<file path="config.mk">
export PLATFORM = sky130hd
export DESIGN_NAME = dual_path_xchg
export DESIGN_NICKNAME = d
export VERILOG_FILES = /design/src/rtl/pxo_pkg.sv /design/src/rtl/pxo_regs.sv /design/src/rtl/pxo_raster.sv /design/src/rtl/pxo_out.sv /design/src/rtl/dual_path_xchg.sv
export SDC_FILE = /design/constraint.sdc
export NUM_CORES = 1
export LEC_CHECK = 0
export ABC_AREA = 1
export BUFFER_PORTS_ARGS = -buffer_cell sky130_fd_sc_hd__buf_2
export CAP_MARGIN = 0
export CORE_MARGIN = 5
export CORE_UTILIZATION = 35
export DETAILED_ROUTE_END_ITERATION = 7
export PLACE_DENSITY_LB_ADDON = 0.15
export RECOVER_POWER = 25
export SYNTH_ARGS = -nofsm -noshare
export SYNTH_HDL_FRONTEND = slang
export SYNTH_SLANG_ARGS = --single-unit
</file>
<file path="constraint.sdc">
create_clock -name clk -period 4.45 [get_ports clk]
set_clock_uncertainty 0.2 [all_clocks]
set_input_delay 0.2225 -clock clk [delete_from_list [all_inputs] [get_ports clk]]
set_output_delay 0.2225 -clock clk [all_outputs]
set_load 0.05 [all_outputs]
</file>
<file path="src/rtl/pxo_pkg.sv">
package pxo_pkg;
    localparam int BW     = 11;
    localparam int ADDR_W = 3;

    localparam logic [ADDR_W-1:0] A_TOP  = 3'd0;
    localparam logic [ADDR_W-1:0] A_BOT  = 3'd1;
    localparam logic [ADDR_W-1:0] A_LFT  = 3'd2;
    localparam logic [ADDR_W-1:0] A_RGT  = 3'd3;
    localparam logic [ADDR_W-1:0] A_CTRL = 3'd4;

    typedef struct packed {
        logic [BW-1:0] top;
        logic [BW-1:0] bot;
        logic [BW-1:0] lft;
        logic [BW-1:0] rgt;
        logic          osd_en;
        logic          blank_en;
        logic          swap_dis;
    } cfg_t;
endpackage

</file>
<file path="src/rtl/pxo_regs.sv">
module pxo_regs
    import pxo_pkg::*;
(
    input  logic              clk,
    input  logic              rst_n,
    input  logic              wr,
    input  logic [ADDR_W-1:0] addr,
    input  logic [BW-1:0]     wdata,
    output cfg_t              cfg
);
    cfg_t cfg_d, cfg_q;

    always_comb begin
        cfg_d = cfg_q;
        if (wr) begin
            case (addr)
                A_TOP:  cfg_d.top = wdata;
                A_BOT:  cfg_d.bot = wdata;
                A_LFT:  cfg_d.lft = wdata;
                A_RGT:  cfg_d.rgt = wdata;
                A_CTRL: begin
                    cfg_d.osd_en   = wdata[0];
                    cfg_d.blank_en = wdata[1];
                    cfg_d.swap_dis = wdata[2];
                end
                default: ;
            endcase
        end
    end

    always_ff @(posedge clk) begin
        if (!rst_n) cfg_q <= '0;
        else        cfg_q <= cfg_d;
    end

    assign cfg = cfg_q;

    // without a write strobe the configuration keeps its value
    p_cfg_hold_r2: assert property (@(posedge clk) disable iff (!rst_n)
        !wr |=> cfg_q == $past(cfg_q));
endmodule

</file>
<file path="src/rtl/pxo_raster.sv">
module pxo_raster
    import pxo_pkg::*;
#(
    parameter int H_ACT = 1024,
    parameter int V_ACT = 768
) (
    input  logic          clk,
    input  logic          rst_n,
    input  logic          fstart,
    input  logic          lstart,
    input  logic          de,
    input  logic [BW-1:0] top,
    input  logic [BW-1:0] bot,
    input  logic [BW-1:0] lft,
    input  logic [BW-1:0] rgt,
    input  logic          swap_dis,
    output logic          sel,
    output logic          in_border
);
    localparam logic [BW-1:0] CMAX  = '1;
    localparam logic [BW:0]   H_LIM = (BW+1)'(H_ACT);
    localparam logic [BW:0]   V_LIM = (BW+1)'(V_ACT);

    typedef struct packed {
        logic [BW-1:0] line;
        logic [BW-1:0] pix;
        logic          act;
        logic          frame;
    } rst_t;

    rst_t st_d, st_q;
    logic [BW-1:0] cur_line, cur_pix, line_inc, pix_inc;
    logic          cur_frame;
    logic [BW:0]   line_far, pix_far;

    always_comb begin
        line_inc  = (st_q.line == CMAX) ? CMAX : st_q.line + 1'b1;
        pix_inc   = (st_q.pix == CMAX) ? CMAX : st_q.pix + 1'b1;
        cur_frame = fstart ? ~st_q.frame : st_q.frame;
        if (fstart)                   cur_line = '0;
        else if (lstart && st_q.act)  cur_line = line_inc;
        else                          cur_line = st_q.line;
        cur_pix = (fstart || lstart) ? '0 : st_q.pix;

        st_d = st_q;
        if (fstart || lstart) begin
            st_d.line = cur_line;
            st_d.act  = de;
            st_d.pix  = de ? BW'(1) : '0;
            if (fstart) st_d.frame = ~st_q.frame;
        end else if (de) begin
            st_d.pix = pix_inc;
            st_d.act = 1'b1;
        end

        line_far  = {1'b0, cur_line} + {1'b0, bot};
        pix_far   = {1'b0, cur_pix} + {1'b0, rgt};
        in_border = (cur_line < top) || (line_far >= V_LIM) ||
                    (cur_pix < lft)  || (pix_far >= H_LIM);
        sel       = swap_dis ? 1'b0 : (cur_line[0] ^ cur_frame);
    end

    always_ff @(posedge clk) begin
        if (!rst_n) st_q <= '0;
        else        st_q <= st_d;
    end

    // every frame pulse inverts the stored parity
    p_frame_flip_r5: assert property (@(posedge clk) disable iff (!rst_n)
        fstart |=> st_q.frame != $past(st_q.frame));
    // between pulses the pixel count never goes backwards
    p_pix_mono_r3: assert property (@(posedge clk) disable iff (!rst_n)
        (!fstart && !lstart) |=> st_q.pix >= $past(st_q.pix));
    // the line count only moves on a pulse
    p_line_hold_r3: assert property (@(posedge clk) disable iff (!rst_n)
        (!fstart && !lstart) |=> st_q.line == $past(st_q.line));
    // a disabled exchange keeps the select at zero
    p_swap_fix_r6: assert property (@(posedge clk) disable iff (!rst_n)
        swap_dis |-> !sel);
endmodule

</file>
<file path="src/rtl/pxo_out.sv">
module pxo_out #(
    parameter int PW = 30
) (
    input  logic          clk,
    input  logic          rst_n,
    input  logic [PW-1:0] pa,
    input  logic [PW-1:0] pb,
    input  logic [PW-1:0] osd_rgb,
    input  logic          osd_key,
    input  logic          de,
    input  logic          fstart,
    input  logic          lstart,
    input  logic          sel,
    input  logic          in_border,
    input  logic          osd_en,
    input  logic          blank_en,
    output logic [PW-1:0] o0,
    output logic [PW-1:0] o1,
    output logic          de_o,
    output logic          fs_o,
    output logic          ls_o
);
    localparam int NOUT = 2;

    typedef struct packed {
        logic [NOUT-1:0][PW-1:0] px;
        logic                    de;
        logic                    fs;
        logic                    ls;
    } ost_t;

    ost_t st_d, st_q;
    logic [NOUT-1:0][PW-1:0] route;
    logic blank_hit, osd_hit;

    for (genvar g = 0; g < NOUT; g++) begin : g_route
        if (g == 0) begin : g_first
            assign route[g] = sel ? pb : pa;
        end else begin : g_second
            assign route[g] = sel ? pa : pb;
        end
    end

    always_comb begin
        blank_hit = blank_en && in_border;
        osd_hit   = osd_en && osd_key;
        st_d.de   = de;
        st_d.fs   = fstart;
        st_d.ls   = lstart;
        for (int i = 0; i < NOUT; i++) begin
            if (!de || blank_hit) st_d.px[i] = '0;
            else if (osd_hit)     st_d.px[i] = osd_rgb;
            else                  st_d.px[i] = route[i];
        end
    end

    always_ff @(posedge clk) begin
        if (!rst_n) st_q <= '0;
        else        st_q <= st_d;
    end

    assign o0   = st_q.px[0];
    assign o1   = st_q.px[1];
    assign de_o = st_q.de;
    assign fs_o = st_q.fs;
    assign ls_o = st_q.ls;

    // idle cycles produce zero on both outputs
    p_idle_dark_r9: assert property (@(posedge clk) disable iff (!rst_n)
        !de |=> (o0 == '0) && (o1 == '0));
    // blanked margin pixels are zero even with the key active
    p_margin_zero_r8: assert property (@(posedge clk) disable iff (!rst_n)
        (de && blank_en && in_border) |=> (o0 == '0) && (o1 == '0));
    // keyed pixels outside the margins carry the overlay colour
    p_osd_fill_r7: assert property (@(posedge clk) disable iff (!rst_n)
        (de && osd_en && osd_key && !(blank_en && in_border))
        |=> (o0 == $past(osd_rgb)) && (o1 == $past(osd_rgb)));
    // plain video reaches the two outputs from opposite paths
    p_cross_r4: assert property (@(posedge clk) disable iff (!rst_n)
        (de && !(blank_en && in_border) && !(osd_en && osd_key))
        |=> (o0 == ($past(sel) ? $past(pb) : $past(pa))) &&
            (o1 == ($past(sel) ? $past(pa) : $past(pb))));
    // the frame pulse appears on the output one cycle later
    p_fs_lag_r10: assert property (@(posedge clk) disable iff (!rst_n)
        fstart |=> fs_o);
endmodule

</file>
<file path="src/rtl/dual_path_xchg.sv">
module dual_path_xchg
    import pxo_pkg::*;
#(
    parameter int COMP_W = 10,
    parameter int H_ACT  = 1024,
    parameter int V_ACT  = 768,
    localparam int PW    = 3 * COMP_W
) (
    input  logic              clk,
    input  logic              rst_n,
    input  logic              bus_wr,
    input  logic [ADDR_W-1:0] bus_addr,
    input  logic [BW-1:0]     bus_wdata,
    input  logic              frame_start,
    input  logic              line_start,
    input  logic              de_in,
    input  logic [PW-1:0]     path_a,
    input  logic [PW-1:0]     path_b,
    input  logic              osd_key,
    input  logic [PW-1:0]     osd_rgb,
    output logic [PW-1:0]     out0,
    output logic [PW-1:0]     out1,
    output logic              de_out,
    output logic              frame_start_out,
    output logic              line_start_out
);
    cfg_t cfg;
    logic sel, in_border;

    pxo_regs u_regs (
        .clk   (clk),
        .rst_n (rst_n),
        .wr    (bus_wr),
        .addr  (bus_addr),
        .wdata (bus_wdata),
        .cfg   (cfg)
    );

    pxo_raster #(.H_ACT(H_ACT), .V_ACT(V_ACT)) u_raster (
        .clk       (clk),
        .rst_n     (rst_n),
        .fstart    (frame_start),
        .lstart    (line_start),
        .de        (de_in),
        .top       (cfg.top),
        .bot       (cfg.bot),
        .lft       (cfg.lft),
        .rgt       (cfg.rgt),
        .swap_dis  (cfg.swap_dis),
        .sel       (sel),
        .in_border (in_border)
    );

    pxo_out #(.PW(PW)) u_out (
        .clk       (clk),
        .rst_n     (rst_n),
        .pa        (path_a),
        .pb        (path_b),
        .osd_rgb   (osd_rgb),
        .osd_key   (osd_key),
        .de        (de_in),
        .fstart    (frame_start),
        .lstart    (line_start),
        .sel       (sel),
        .in_border (in_border),
        .osd_en    (cfg.osd_en),
        .blank_en  (cfg.blank_en),
        .o0        (out0),
        .o1        (out1),
        .de_o      (de_out),
        .fs_o      (frame_start_out),
        .ls_o      (line_start_out)
    );

    // data enable is delayed by exactly one cycle
    p_de_lag_r10: assert property (@(posedge clk) disable iff (!rst_n)
        de_out == $past(de_in));
    // the first edge out of reset presents zeros
    p_reset_clear_r1: assert property (@(posedge clk)
        !rst_n |=> (out0 == '0) && (out1 == '0) && !de_out);
endmodule

</file>
Yosys cells after proc, flatten, opt, wreduce, memory -nomap -nowiden
Index checks and enable logic that the tools add are counted.
Widths: inputs -> output; s select.
{"block": "totals", "register_bits": 134, "input_bits": 111, "output_inout_bits": 63, "wordCells": 64}
{"block": "op_classes", "addsub": 4, "magnitude_cmp": 4, "eq_ne": 6, "n_mux": 14, "bitwise": 3, "n_reduce_logical": 17}
{"op": "$mux 30", "count": 4}
{"op": "$mux 11", "count": 5}
{"op": "$add 11x11->12", "count": 2}
{"op": "$mux 12", "count": 2}
{"op": "$add 11x1->11 const B", "count": 2}
{"op": "$eq 11x11->1 const B", "count": 2}
{"op": "$lt 11x11->1", "count": 2}
{"op": "$ge 12x10->1 const B", "count": 1}
{"op": "$ge 12x11->1 const B", "count": 1}
{"op": "$reduce_and 2->1", "count": 5}
{"op": "$eq 3x2->1 const B", "count": 2}
{"op": "$logic_or 1x1->1", "count": 5}
{"op": "$eq 3x1->1 const B", "count": 1}
{"op": "$eq 3x3->1 const B", "count": 1}
{"op": "$logic_and 1x1->1", "count": 3}
{"op": "$logic_not 3->1", "count": 1}
{"op": "$mux 1", "count": 3}
{"op": "$not 1->1", "count": 2}
{"op": "$reduce_bool 2->1", "count": 1}
{"op": "$reduce_or 2->1", "count": 1}
{"op": "$logic_not 1->1", "count": 1}
{"op": "$xor 1x1->1", "count": 1}

Depth between registers and ports, before layout
{"block": "logic_depth", "word_depth": 12, "depth_mapped": 26, "ltp_nobuf": 25}

Hierarchy
A second synthesis with hierarchy kept.
{"block": "hier_totals", "cells_unflattened": 1158, "hier_area_um2": 7606.0}
{"module": "pxo_out", "n_inst": 1, "cells_per_inst": 432, "area_each_um2": 2881.5, "seq_area_each_um2": 1261.2}
{"module": "pxo_raster", "n_inst": 1, "cells_per_inst": 443, "area_each_um2": 2801.4, "seq_area_each_um2": 480.5}
{"module": "pxo_regs", "n_inst": 1, "cells_per_inst": 283, "area_each_um2": 1923.1, "seq_area_each_um2": 940.9}

Worst setup path before layout
Ideal clock, no wire load.
{"block": "synth_timing", "path_type": "register to register", "from": "reg u_raster.st_q[13] (netlist name)", "to": "reg u_out.st_q, in the netlist u_out.o0[0]", "setup_ns": 0.127, "t_arrival_ns": 2.773, "required_ns": 4.123, "setup_slack_ns": 1.351, "path_stages_with_launch": 26, "path_buffers": 1, "synth_period_minus_slack_ns": 3.099, "path_cell_list": "dfxtp_1 ha_1 nand2_1 nor2_1 nand2_1 inv_1 nand2_1 inv_1 nand2_1 a21boi_0 o21ai_0 nand2_1 inv_1 ha_1 nand2_1 nor2_1 nand3_1 nand3_1 nand2_1 nand2_1 nor2_1 nand4_1 nand2_1 nand2_1 clkbuf_1 nor2_1"}
{"block": "synth_between", "elab_chain_cells": 12, "elab_cells_between_ends": 18, "classes_between": "add/sub: 2; order compare: 2; eq/ne: 1; mux: 6; bitwise: 1; reduce/logical: 6"}
{"element": "start, declared", "line_no": "pxo_raster.sv:31", "rtl": "rst_t st_d, st_q;"}
{"element": "start signal, assigned", "line_no": "pxo_raster.sv:65", "rtl": "else st_q <= st_d;"}
{"element": "$add 11x1->11 / $eq 11x11->1 (equally long branches)", "line_no": "pxo_raster.sv:37", "rtl": "line_inc = (st_q.line == CMAX) ? CMAX : st_q.line + 1'b1;"}
{"element": "$mux 11 *", "line_no": "pxo_raster.sv:37"}
{"element": "$mux 11 *", "line_no": "pxo_raster.sv:41", "rtl": "else if (lstart && st_q.act) cur_line = line_inc;"}
{"element": "$mux 11 *", "line_no": "pxo_raster.sv:40", "rtl": "if (fstart) cur_line = '0;"}
{"element": "named net u_raster.cur_line[9]", "line_no": "pxo_raster.sv:32", "rtl": "logic [BW-1:0] cur_line, cur_pix, line_inc, pix_inc;"}
{"element": "$add 11x11->12", "line_no": "pxo_raster.sv:56", "rtl": "line_far = {1'b0, cur_line} + {1'b0, bot};"}
{"element": "$ge 12x10->1", "line_no": "pxo_raster.sv:58", "rtl": "in_border = (cur_line < top) || (line_far >= V_LIM) ||"}
{"element": "$logic_or 1x1->1 * (2 in a row)", "line_no": "pxo_raster.sv:58"}
{"element": "$logic_or 1x1->1 *", "line_no": "pxo_raster.sv:59", "rtl": "(cur_pix < lft) || (pix_far >= H_LIM);"}
{"element": "$logic_and 1x1->1 *", "line_no": "pxo_out.sv:45", "rtl": "blank_hit = blank_en && in_border;"}
{"element": "$logic_or 1x1->1 *", "line_no": "pxo_out.sv:51", "rtl": "if (!de || blank_hit) st_d.px[i] = '0;"}
{"element": "$reduce_or 2->1 (no line) *"}
{"element": "end signal, assigned", "line_no": "pxo_out.sv:59", "rtl": "else st_q <= st_d;"}
{"element": "end, declared", "line_no": "pxo_out.sv:32", "rtl": "ost_t st_d, st_q;"}
Mark *: on every way through the listed nets, which the timed path passes. The rest lies on a longest branch.
A chain may end at the register's enable or synchronous reset.

Worst setup path after layout
{"block": "layout_timing", "from": "reg u_raster.st_q[14] (netlist name)", "to": "reg u_out.st_q, in the netlist u_out.o0[3]"}
{"block": "layout_between", "elab_chain_cells": 12, "elab_cells_between_ends": 18, "classes_between": "add/sub: 2; order compare: 2; eq/ne: 1; mux: 6; bitwise: 1; reduce/logical: 6"}
{"element": "$add 11x1->11 / $eq 11x11->1 (equally long branches)", "line_no": "pxo_raster.sv:37"}
{"element": "$mux 11", "line_no": "pxo_raster.sv:37"}
{"element": "$mux 11 *", "line_no": "pxo_raster.sv:41"}
{"element": "$mux 11 *", "line_no": "pxo_raster.sv:40"}
{"element": "named net u_raster.cur_line[1]", "line_no": "pxo_raster.sv:32"}
{"element": "$add 11x11->12", "line_no": "pxo_raster.sv:56"}
{"element": "$ge 12x10->1", "line_no": "pxo_raster.sv:58"}
{"element": "$logic_or 1x1->1 * (2 in a row)", "line_no": "pxo_raster.sv:58"}
{"element": "$logic_or 1x1->1 *", "line_no": "pxo_raster.sv:59"}
{"element": "$logic_and 1x1->1 *", "line_no": "pxo_out.sv:45"}
{"element": "$logic_or 1x1->1 *", "line_no": "pxo_out.sv:51"}
{"element": "$reduce_or 2->1 (no line) *"}
Marked as above.

==> run metrics <==
num ports=approximately 170; Setup crit start kind=flop; Synth Warn #=0; Congestion Overflow GR=0; WP data arrival=4.01 ns; max-cap violation count=1; Netlist Area Pre-Place=around 7400 um^2; Max Root-Sink Buffers=2; largest cells by area after synthesis=dfxtp_1 (36%), nand2_1 (14%), inv_1 (9.9%); Leakage Power=between 5 and 6 nW; routed len/inst=13.1 um; cts hold-fix bufs=just over 70; Hold Crit Class=primary input to flop; DP HPWL=16.0 mm; initial antenna violation count=1; Synth Area per Inst=6.54 um^2; # DRC=0; post-route ant nets=0; sum of negative setup slack=0 ns; Main synth FF type=dfxtp_1; clock sinks=between 100 and 150; Via Count=7,466; Req. time, crit path=approximately 4.6 ns; Rel. slew slack=-34.9%; post-synth top area share=36.0%; Final WS setup=0.548 ns; Starting Density=35.5%; root buffer cell=clkbuf_16; fin crit share=87.7%; kind of critical path=flop to flop; gpl congestion=0.854; NumNets Final=about 1,500; setup repair bufs after CTS=0; CP max FO=28; CTS H-tree depth=4; worst hold margin=0.0232 ns; EDFF count, synth=0; fraction of layout cells with a size suffix above 1=14.6%; vias in the first global route=7,027; gr usage total=17.7%; largest net degree at the start of global routing=61; Syn Nets=1,295; pre-CTS WS=about 0.61 ns; Synth async-reset ratio=0%; Worst Tran Pin Value=2.02 ns; Yosys reg bits=134; Tmin final=3.90 ns; unrepaired setup endpoints after global routing=no; Vias/cell=roughly 4.5; status=finished, violations left; Die Ht=156 um; global-route wire length before repair=around 35 mm; die area=24,300 um^2; later-pin clock latency in the skew report=around 0.42 ns; leading area contributor after synthesis=dfxtp_1; Max Clock Freq=between 0.2 and 0.3 GHz; fin. max-slew vios=55; final WL=~22 mm; setup violators final=0; Final Hold Vio Count=0; R2R Setup Slk=0.55 ns; failing checks=max-capacitance violations, max-slew violations; peak supply drop=0.246 mV; Pwr per Cell Area=357 nW/um^2; post-cts gate resize count=0; First-pass DRT Iterations=5; Synth cell types=36; TritonCTS Buffers=17; core footprint=21,000 um^2; CTS tree=done; row count=53; 1st-iter DRT viols=389; chip width=156 um; Critical Path End Type=flop; CTS clock-pin slew for the worst setup and hold paths=about 0.060 ns; Seq/Total Area, Yosys=36.0%; IO Port Bufs=173; Area Growth Syn to Fin=30.7%; Post-Syn Instances=1,138
## layer usage
metal  global-route usage (%)  vias up  routed length, um
met3                     3.99       30               1060
met5                        0        -                  0
li1                         -     3998                  -
met1                     22.8     3267               9930
met4                     6.54        0                513
met2                     29.0      171              10100
## state kept, by name, indices dropped and copies added, names as in the netlist
signal and cells:
u_raster.st_q 24, u_regs.cfg 47, u_out.ls_o 1, u_out.o0 30, u_out.o1 30, u_out.de_o 1, u_out.fs_o 1
## synthesized netlist by cell type, types with 6 or more instances
library cell	n
nor2_1	150
nand2_1	273
clkbuf_1	23
xor2_1	6
buf_1	8
nand3_1	25
buf_8	6
o21ai_1	93
nand4_1	8
ha_1	44
o21ai_0	61
dfxtp_1	134
inv_1	197
a21oi_1	68
## logic make-up after synthesis
| kind of cell | after synthesis | synth area share [%] |
|---|---|---|
| and+or+nand+nor | 475 | 25.4 |
| buffers and inverters | 244 | 13.9 |
| AOI/OAI and AO/OA | 231 | 15.8 |
| DFF | 134 | 36.0 |
| adders and majority gates | 46 | 7.93 |
| xor gates and xnor gates | 7 | 0.823 |
| muxes | 1 | 0.134 |
## path summary, 6_finish.rpt
check                    startpoint        endpoint  cells past startpoint
hold reg to reg      u_regs.cfg[11]  u_regs.cfg[11]                      2
hold / removal           path_a[22]    u_out.o1[22]                      5
setup reg to reg  u_raster.st_q[14]     u_out.o0[3]                     22
setup / recovery  u_raster.st_q[14]     u_out.o0[3]                     22
## metrics by stage
step,area [um^2],util (%),power [mW],cells
3_3_place_gp,8410,40.1,1.93,1546
4_1_cts,9760,46.6,3.52,1650
3_5_place_dp,8410,40.1,1.93,1546
6_report,9740,46.5,3.47,1651
2_1_floorplan,7450,-,1.80,1138
5_1_grt,9740,46.5,3.65,1651
## critical path, stage by stage (launching register included)
cell and delay [ns]:
dfxtp_1 0.35, ha_1 0.17, nand2_1 0.06, nor2_1 0.13, nand2_1 0.12, inv_1 0.10, nand2_1 0.06, inv_1 0.08
nand2_1 0.17, a21oi_1 0.32, inv_1 0.12, fa_1 0.42, nor2_1 0.10, o21ai_0 0.10, nand2_1 0.09, nand2_1 0.05
nand2_1 0.05, nand3_1 0.09, nand4_1 0.11, nand2_1 0.07, nand2_2 0.42, buf_4 0.33, nor2_1 0.06
## layout by cell type, fill, tap and decap left out, types with 3 or more instances in the layout
master and count:
nand3_1 25, nor3_1 5, inv_1 196, buf_4 6
nand2_1 272, o21ai_1 93, xor2_1 6, nor2_1 150
ha_1 44, inv_6 6, nand2_2 6, clkbuf_1 21
o21ai_0 61, a21oi_1 68, buf_2 152, nand4_1 8
dlygate4sd3_1 72, dfxtp_1 134, clkbuf_16 17, bufinv_16 3
## report_power, final
group	internal [mW]	leakage [nW]	switching (mW)	total [mW]
combinational	0.241	3.63	0.450	0.691
sequential	1.26	1.09	0.0211	1.28
clock	0.915	0.307	0.587	1.50
## final cells by class
type	count	area, um^2
Sequential cell	134	2680
Tap cell	275	344
Clock inverter	14	186
Inverter	198	744
Multi-Input combinational cell	760	3730
Timing Repair Buffer	251	1610
Antenna cell	1	2.50
Fill cell	2209	11200
Clock buffer	18	439
(Power assumes the default switching activity.)
